[src/rtl/ircmt_pkg.sv]
package ircmt_pkg;

    localparam int REG_W  = 8;
    localparam int MS_W   = 12;
    localparam int ADDR_W = 4;

    localparam logic [ADDR_W-1:0] A_CTRL  = 4'd0;
    localparam logic [ADDR_W-1:0] A_STAT  = 4'd1;
    localparam logic [ADDR_W-1:0] A_P_HI  = 4'd2;
    localparam logic [ADDR_W-1:0] A_P_LO  = 4'd3;
    localparam logic [ADDR_W-1:0] A_S_HI  = 4'd4;
    localparam logic [ADDR_W-1:0] A_S_LO  = 4'd5;
    localparam logic [ADDR_W-1:0] A_MS_0  = 4'd6;
    localparam logic [ADDR_W-1:0] A_MS_1  = 4'd7;
    localparam logic [ADDR_W-1:0] A_MS_2  = 4'd8;

    typedef enum logic [1:0] {
        M_IDLE  = 2'd0,
        M_MARK  = 2'd1,
        M_SPACE = 2'd2,
        M_HOLD  = 2'd3
    } mod_state_t;

    typedef struct packed {
        logic irq_en;
        logic hold;
        logic half;
        logic fsk;
        logic bband;
        logic en;
    } ctrl_t;

    localparam int CTRL_W = $bits(ctrl_t);

endpackage

[src/rtl/ircmt_regs.sv]
module ircmt_regs
    import ircmt_pkg::*;
(
    input  logic                 clk,
    input  logic                 rst_n,
    input  logic                 bus_wr,
    input  logic [ADDR_W-1:0]    bus_addr,
    input  logic [REG_W-1:0]     bus_wdata,
    output logic [REG_W-1:0]     bus_rdata,
    input  logic                 eoc_pulse,
    output ctrl_t                ctrl,
    output logic [REG_W-1:0]     p_hi,
    output logic [REG_W-1:0]     p_lo,
    output logic [REG_W-1:0]     s_hi,
    output logic [REG_W-1:0]     s_lo,
    output logic [MS_W-1:0]      mark_buf,
    output logic [MS_W-1:0]      space_buf,
    output logic                 eoc_irq
);

    logic flag_q;

    always_ff @(posedge clk or negedge rst_n) begin
        if (!rst_n) begin
            ctrl      <= '0;
            p_hi      <= '0;
            p_lo      <= '0;
            s_hi      <= '0;
            s_lo      <= '0;
            mark_buf  <= '0;
            space_buf <= '0;
        end else if (bus_wr) begin
            case (bus_addr)
                A_CTRL: ctrl <= ctrl_t'(bus_wdata[CTRL_W-1:0]);
                A_P_HI: p_hi <= bus_wdata;
                A_P_LO: p_lo <= bus_wdata;
                A_S_HI: s_hi <= bus_wdata;
                A_S_LO: s_lo <= bus_wdata;
                A_MS_0: mark_buf[11:4] <= bus_wdata;
                A_MS_1: begin
                    mark_buf[3:0]   <= bus_wdata[7:4];
                    space_buf[11:8] <= bus_wdata[3:0];
                end
                A_MS_2: space_buf[7:0] <= bus_wdata;
                default: ;
            endcase
        end
    end

    // flag: set by cycle end, cleared by writing 1 to status bit0; set wins
    always_ff @(posedge clk or negedge rst_n) begin
        if (!rst_n)
            flag_q <= 1'b0;
        else if (eoc_pulse)
            flag_q <= 1'b1;
        else if (bus_wr && bus_addr == A_STAT && bus_wdata[0])
            flag_q <= 1'b0;
    end

    assign eoc_irq = flag_q & ctrl.irq_en;

    always_comb begin
        bus_rdata = '0;
        case (bus_addr)
            A_CTRL: bus_rdata = {{(REG_W-CTRL_W){1'b0}}, ctrl};
            A_STAT: bus_rdata = {{(REG_W-1){1'b0}}, flag_q};
            A_P_HI: bus_rdata = p_hi;
            A_P_LO: bus_rdata = p_lo;
            A_S_HI: bus_rdata = s_hi;
            A_S_LO: bus_rdata = s_lo;
            A_MS_0: bus_rdata = mark_buf[11:4];
            A_MS_1: bus_rdata = {mark_buf[3:0], space_buf[11:8]};
            A_MS_2: bus_rdata = space_buf[7:0];
            default: bus_rdata = '0;
        endcase
    end

    assert_flag_source_R10: assert property (@(posedge clk) disable iff (!rst_n)
        $rose(flag_q) |-> $past(eoc_pulse));

endmodule

[src/rtl/ircmt_carrier.sv]
module ircmt_carrier
    import ircmt_pkg::*;
#(
    parameter int CAR_W = REG_W
) (
    input  logic             clk,
    input  logic             rst_n,
    input  logic             clk_en,
    input  logic             run,
    input  logic             restart,
    input  logic             sel_alt,
    input  logic [CAR_W-1:0] p_hi,
    input  logic [CAR_W-1:0] p_lo,
    input  logic [CAR_W-1:0] s_hi,
    input  logic [CAR_W-1:0] s_lo,
    output logic             carrier
);

    logic             phase_q;
    logic [CAR_W-1:0] ccnt_q;
    logic [CAR_W-1:0] dur_raw;
    logic [CAR_W-1:0] dur_eff;

    always_comb begin
        if (sel_alt)
            dur_raw = phase_q ? s_hi : s_lo;
        else
            dur_raw = phase_q ? p_hi : p_lo;
        dur_eff = (dur_raw == '0) ? CAR_W'(1) : dur_raw;
    end

    always_ff @(posedge clk or negedge rst_n) begin
        if (!rst_n) begin
            phase_q <= 1'b1;
            ccnt_q  <= CAR_W'(1);
        end else if (!run || restart) begin
            phase_q <= 1'b1;
            ccnt_q  <= CAR_W'(1);
        end else if (clk_en) begin
            if (ccnt_q >= dur_eff) begin
                phase_q <= ~phase_q;
                ccnt_q  <= CAR_W'(1);
            end else begin
                ccnt_q  <= ccnt_q + CAR_W'(1);
            end
        end
    end

    assign carrier = phase_q;

    assert_restart_high_R4: assert property (@(posedge clk) disable iff (!rst_n)
        (run && restart) |=> phase_q);

    assert_phase_bound_R6: assert property (@(posedge clk) disable iff (!rst_n)
        run |-> (ccnt_q != '0));

endmodule

[src/rtl/ircmt_modulator.sv]
module ircmt_modulator
    import ircmt_pkg::*;
(
    input  logic            clk,
    input  logic            rst_n,
    input  logic            clk_en,
    input  logic            en,
    input  logic            half,
    input  logic            hold,
    input  logic [MS_W-1:0] mark_buf,
    input  logic [MS_W-1:0] space_buf,
    output mod_state_t      state,
    output logic            restart,
    output logic            eoc_pulse
);

    mod_state_t      st_q, st_d;
    logic [MS_W-1:0] cnt_q;
    logic [MS_W-1:0] mark_w_q, space_w_q;
    logic [MS_W-1:0] mark_eff, space_eff;
    logic            pre_q;
    logic            tick;
    logic            load;

    assign mark_eff  = (mark_w_q  == '0) ? MS_W'(1) : mark_w_q;
    assign space_eff = (space_w_q == '0) ? MS_W'(1) : space_w_q;

    // half-rate prescaler: a step on every second enabled cycle
    always_ff @(posedge clk or negedge rst_n) begin
        if (!rst_n)
            pre_q <= 1'b0;
        else if (!half)
            pre_q <= 1'b0;
        else if (clk_en)
            pre_q <= ~pre_q;
    end

    assign tick = clk_en && (!half || pre_q);

    // next state and transition strobes
    always_comb begin
        st_d      = st_q;
        restart   = 1'b0;
        eoc_pulse = 1'b0;
        load      = 1'b0;
        if (!en) begin
            st_d = M_IDLE;
        end else begin
            unique case (st_q)
                M_IDLE: begin
                    st_d    = M_MARK;
                    restart = 1'b1;
                    load    = 1'b1;
                end
                M_MARK: begin
                    if (tick && cnt_q >= mark_eff) begin
                        st_d    = M_SPACE;
                        restart = 1'b1;
                    end
                end
                M_SPACE: begin
                    if (tick && cnt_q >= space_eff) begin
                        st_d      = hold ? M_HOLD : M_MARK;
                        restart   = 1'b1;
                        load      = 1'b1;
                        eoc_pulse = 1'b1;
                    end
                end
                M_HOLD: begin
                    if (!hold) begin
                        st_d    = M_MARK;
                        restart = 1'b1;
                    end
                end
                default: st_d = M_IDLE;
            endcase
        end
    end

    // state register
    always_ff @(posedge clk or negedge rst_n) begin
        if (!rst_n)
            st_q <= M_IDLE;
        else
            st_q <= st_d;
    end

    // interval counter and working lengths
    always_ff @(posedge clk or negedge rst_n) begin
        if (!rst_n) begin
            cnt_q     <= MS_W'(1);
            mark_w_q  <= '0;
            space_w_q <= '0;
        end else begin
            if (restart)
                cnt_q <= MS_W'(1);
            else if (tick && (st_q == M_MARK || st_q == M_SPACE))
                cnt_q <= cnt_q + MS_W'(1);
            if (load) begin
                mark_w_q  <= mark_buf;
                space_w_q <= space_buf;
            end
        end
    end

    assign state = st_q;

    assert_half_gap_R7: assert property (@(posedge clk) disable iff (!rst_n)
        (half && tick) |=> (!tick || !half));

    assert_hold_stays_R9: assert property (@(posedge clk) disable iff (!rst_n)
        (st_q == M_HOLD && hold && en) |=> (st_q == M_HOLD));

    assert_mark_stable_R8: assert property (@(posedge clk) disable iff (!rst_n)
        (st_q == M_MARK) |=> ($stable(mark_w_q) && $stable(space_w_q)));

    assert_mark_bound_R3: assert property (@(posedge clk) disable iff (!rst_n)
        (st_q == M_MARK) |-> (cnt_q <= mark_eff));

    assert_gated_count_R11: assert property (@(posedge clk) disable iff (!rst_n)
        (!clk_en && st_q == M_MARK && en) |=> (st_q == M_MARK && $stable(cnt_q)));

endmodule

[src/rtl/ir_carrier_tx.sv]
module ir_carrier_tx
    import ircmt_pkg::*;
#(
    parameter int CAR_W = REG_W
) (
    input  logic              clk,
    input  logic              rst_n,
    input  logic              clk_en,
    input  logic              bus_wr,
    input  logic [ADDR_W-1:0] bus_addr,
    input  logic [REG_W-1:0]  bus_wdata,
    output logic [REG_W-1:0]  bus_rdata,
    output logic              ir_out,
    output logic              eoc_irq
);

    ctrl_t            ctrl;
    logic [REG_W-1:0] p_hi, p_lo, s_hi, s_lo;
    logic [MS_W-1:0]  mark_buf, space_buf;
    mod_state_t       state;
    logic             restart, eoc_pulse;
    logic             carrier;
    logic             in_space;

    ircmt_regs u_regs (
        .clk       (clk),
        .rst_n     (rst_n),
        .bus_wr    (bus_wr),
        .bus_addr  (bus_addr),
        .bus_wdata (bus_wdata),
        .bus_rdata (bus_rdata),
        .eoc_pulse (eoc_pulse),
        .ctrl      (ctrl),
        .p_hi      (p_hi),
        .p_lo      (p_lo),
        .s_hi      (s_hi),
        .s_lo      (s_lo),
        .mark_buf  (mark_buf),
        .space_buf (space_buf),
        .eoc_irq   (eoc_irq)
    );

    ircmt_modulator u_mod (
        .clk       (clk),
        .rst_n     (rst_n),
        .clk_en    (clk_en),
        .en        (ctrl.en),
        .half      (ctrl.half),
        .hold      (ctrl.hold),
        .mark_buf  (mark_buf),
        .space_buf (space_buf),
        .state     (state),
        .restart   (restart),
        .eoc_pulse (eoc_pulse)
    );

    assign in_space = (state == M_SPACE) || (state == M_HOLD);

    ircmt_carrier #(.CAR_W(CAR_W)) u_car (
        .clk     (clk),
        .rst_n   (rst_n),
        .clk_en  (clk_en),
        .run     (ctrl.en && !ctrl.bband),
        .restart (restart),
        .sel_alt (ctrl.fsk && in_space),
        .p_hi    (p_hi[CAR_W-1:0]),
        .p_lo    (p_lo[CAR_W-1:0]),
        .s_hi    (s_hi[CAR_W-1:0]),
        .s_lo    (s_lo[CAR_W-1:0]),
        .carrier (carrier)
    );

    // output process
    always_comb begin
        unique case (state)
            M_IDLE:  ir_out = 1'b0;
            M_MARK:  ir_out = ctrl.bband ? 1'b1 : carrier;
            M_SPACE,
            M_HOLD:  ir_out = (ctrl.fsk && !ctrl.bband) ? carrier : 1'b0;
            default: ir_out = 1'b0;
        endcase
    end

    assert_off_quiet_R12: assert property (@(posedge clk) disable iff (!rst_n)
        (!ctrl.en) |=> !ir_out);

endmodule

[config.mk]
export PLATFORM = sky130hd
export DESIGN_NAME = ir_carrier_tx
export DESIGN_NICKNAME = d
export VERILOG_FILES = /design/src/rtl/ircmt_pkg.sv /design/src/rtl/ircmt_regs.sv /design/src/rtl/ircmt_carrier.sv /design/src/rtl/ircmt_modulator.sv /design/src/rtl/ir_carrier_tx.sv
export SDC_FILE = /design/constraint.sdc
export NUM_CORES = 1
export LEC_CHECK = 0
export BUFFER_PORTS_ARGS = -buffer_cell sky130_fd_sc_hd__buf_2
export CAP_MARGIN = 20
export CORE_MARGIN = 5
export CORE_UTILIZATION = 49
export CTS_CLUSTER_DIAMETER = 150
export DETAILED_ROUTE_END_ITERATION = 7
export GPL_TIMING_DRIVEN = 1
export PLACE_DENSITY = 0.7
export SKIP_CTS_REPAIR_TIMING = 1
export SYNTH_ARGS = -nofsm -noshare
export SYNTH_HDL_FRONTEND = slang
export SYNTH_SLANG_ARGS = --single-unit
[constraint.sdc]
create_clock -name clk -period 4.9 [get_ports clk]
set_input_delay 0.98 -clock clk [delete_from_list [all_inputs] [get_ports clk]]
set_output_delay 0.98 -clock clk [all_outputs]
set_load 0.01 [all_outputs]
==> results.yml <==
run_status:
  status: "completed"
clocking:
  tritoncts: "done"
  path_clk_slew_ns: 0.08
  cts_buffer_depth: 2
  cts.sinks: 111
  numCtsBuffers: 9
  clk_latency_ns: 0.36
  ctsHtreeMaxLevel: 3
  ctsRootBufferMaster: "clkbuf_16"
worst_setup_path:
  worst_setup_path_end_kind: "primary output"
  slowest_delay_ns: 0.81
  arrival_ns: 2.62
  critPathMostFrequentCell: "buf_2"
  worst-setup-path-type: "input pin to primary output"
  crit_chain: "buf_2 > nor3_1 > nand3_1 > o21ai_0 > buf_2"
  start_kind: "input pin"
  cp_max_fo: 29
  cp_slowest_cell: "nor3_1"
  reg2regPathDepth: 11
  critPathRequiredTime_ns: 3.92
sta:
  timing.final.crit_share_pct: 73.39
  rsz0062_at_grt: "no"
  slew_violations: 0
  setup_viol: 0
  finalSetupTns_ns: 0
  fin_skew_ns: 0.01099
  hold_viol: 0
  period_minus_slack_ns: 3.596
  relSlewSlack_pct: 29.03
  fmax_mhz: 278.1
  tightest_slew_ns: 1.065
min_path:
  holdCritPathClass: "register to register"
  holdPathStages: 1
place:
  port_buffers: 25
  place_congestion: 0.9082
  hpwl_mm: 10.81
  post_dp_cell_area_mm2: 0.006515
global_route:
  grt_max_degree: 69
  antenna_found_initial: 0
  grt_pass1_wl_mm: 23.87
  overflow: 0
  grt_use_total_pct: 20.61
  grt_pass1_vias: 4421
power:
  power_leakage_uw: 0.003085
  p_per_area_mw_per_mm2: 449.0
  peakVddDrop_mv: 0.2067
drt:
  antenna_left: 0
  drt_iter0_markers: 221
  vias_per_cell: 5.956
  wl_mm: 14.53
  dr.pass1.iters: 5
  wl_per_cell_um: 19.80
  vias: 4372
  drc: 0
logic_synthesis:
  netlist_area_mm2: 0.006287
  yosys.area_share.simple_pct: 10.63
  async_reset_ff_share_pct: 100.0
  yosysTopAreaCell: "dfrtp_1"
  synth_compound_area_share_pct: 7.562
  syn_avg_cell_area_um2: 11.58
  synth_top_family_by_area: "multiplexers"
  synth.area.top_cells: "dfrtp_1 (43%), mux2_2 (17%), ha_1 (7.8%)"
  synth.area.mux_share_pct: 22.97
  synthXorXnorAreaFrac_pct: 2.507
  synth_top_area_share_pct: 42.99
  synthCells: 543
  yosys_warnings: 0
  synthFlopType: "dfrtp_1"
  ys_types: 61
  syn_nets: 598
  synth_edf_count: 0
  yosysSeqAreaShare_pct: 44.24
  synthAdderAreaFrac_pct: 7.761
  ys_ff_latch: 111
layout:
  stdcell_area_mm2: 0.006825
  area_delta_synth_final_pct: 8.557
  fillers: 1104
  multi_input_comb_area_mm2: 0.003233
  nNetsFinal: 612
  regArea_mm2: 0.002781
  final_layout_size_suffix_gt1_share_pct: 29.72
  n_antenna_cell: 0
floorplan:
  pin_count: 26
  die-width_um: 123.3
  floorplan.rows: 41
  die_height_um: 123.3
  start_util_pct: 49.82
  core_mm2: 0.01262
  die-area_mm2: 0.01520
flow_run:
  maxCapViolCount: 0
[placed cells by master, fill, tap and decap left out, types with 4 or more instances in the layout]
cell type	instances
buf_2	24
nand2b_1	5
nor2_1	30
mux2_2	93
dfrtp_1	108
a21oi_1	16
clkbuf_16	9
o21ai_0	22
nand4_1	8
mux4_2	14
inv_1	40
mux2i_1	7
nor4_1	5
nand3_1	22
nand2_1	25
ha_1	39
and3_1	6
xor2_1	16
nor3_1	4
[layout make-up]
| type | count | area share, % |
|---|---|---|
| clock inverter | 7 | 1.247 |
| tap | 172 | 3.153 |
| sequential | 111 | 40.75 |
| inverter | 40 | 2.200 |
| multi-input combinational | 369 | 47.37 |
| clock buffer | 9 | 3.300 |
| timing repair buffer | 26 | 1.980 |
[logic make-up (layout without fill, tap and decap cells)]
family	after synthesis	in the layout
AND/OR/NAND/NOR	127	127
multiplexers	115	115
flip-flops	111	111
AO/OA/AOI/OAI	70	70
buffers and inverters	63	82
adder cells (fa/ha/maj)	39	39
XOR/XNOR	18	18
[cells in the mapped netlist, types with 3 or more instances]
master,count
dfrtp_1,108
mux2_2,93
inv_1,40
ha_1,39
nor2_1,30
nand2_1,25
nand3_1,22
o21ai_0,22
a21oi_1,16
xor2_1,16
clkbuf_1,14
mux4_2,14
nand4_1,8
mux2i_1,7
and3_1,6
nand2b_1,5
nor4_1,5
nor3_1,4
a2111o_1,3
a22o_1,3
and2_1,3
and4_1,3
buf_2,3
buf_6,3
dfstp_2,3
[worst max-delay path: cells and delay by family]
family / cells / cell delay, ns
compound gates: 1 / 0.16
buf+inv: 2 / 0.47
simple gates: 2 / 1.00
[report_power, final]
part	leakage [uW]	switching, uW	internal, uW
Sequential	0.00139	265	1150
Combinational	0.00155	412	479
Clock	0.000147	387	366
[metrics by stage]
step	cells	hold slack [ns]	power [uW]	setup slack (ns)	util [%]
after floorplan	543	0.4805	2041	1.407	-
after global routing	734	0.5460	3251	1.153	54.08
after global placement	718	0.5038	2277	1.411	51.63
after detailed placement	718	0.5090	2324	1.389	51.63
final	734	0.5205	3064	1.304	54.08
after CTS	734	0.5263	3072	1.383	54.08
[per-layer routing]
| metal | up-vias | track usage [%] | part of all wire (%) |
|---|---|---|---|
| met2 | 114 | 33.94 | 49 |
| li1 | 1996 | - | - |
| met4 | 0 | 8.097 | 2.9 |
| met5 | - | 0 | 0 |
| met3 | 33 | 3.156 | 3.9 |
| met1 | 2229 | 27.49 | 44 |
[worst paths after layout]
path	start	slack (ns)	to
setup / recovery	bus_addr[0]	1.30	bus_rdata[0]
hold / removal	u_mod.mark_w_q[0]	0.52	u_mod.mark_w_q[0]
setup reg to reg	u_mod.state[1]	1.40	u_car.ccnt_q[2]
hold reg to reg	u_mod.mark_w_q[0]	0.52	u_mod.mark_w_q[0]
max in group asynchronous	rst_n	3.08	u_mod.cnt_q[0]
min in group asynchronous	rst_n	0.72	u_regs.p_lo[7]
[state kept, by name, indices dropped and copies added (netlist names)]
register          count
u_car.carrier         1
u_car.ccnt_q          8
u_mod.cnt_q          12
u_mod.mark_w_q       12
u_mod.pre_q           1
u_mod.space_w_q      12
u_mod.state           2
u_regs.ctrl           6
u_regs.flag_q         1
u_regs.mark_buf      12
u_regs.p_hi           8
u_regs.p_lo           8
u_regs.s_hi           8
u_regs.s_lo           8
u_regs.space_buf     12
No activity file was read; power rests on OpenSTA's default activity.
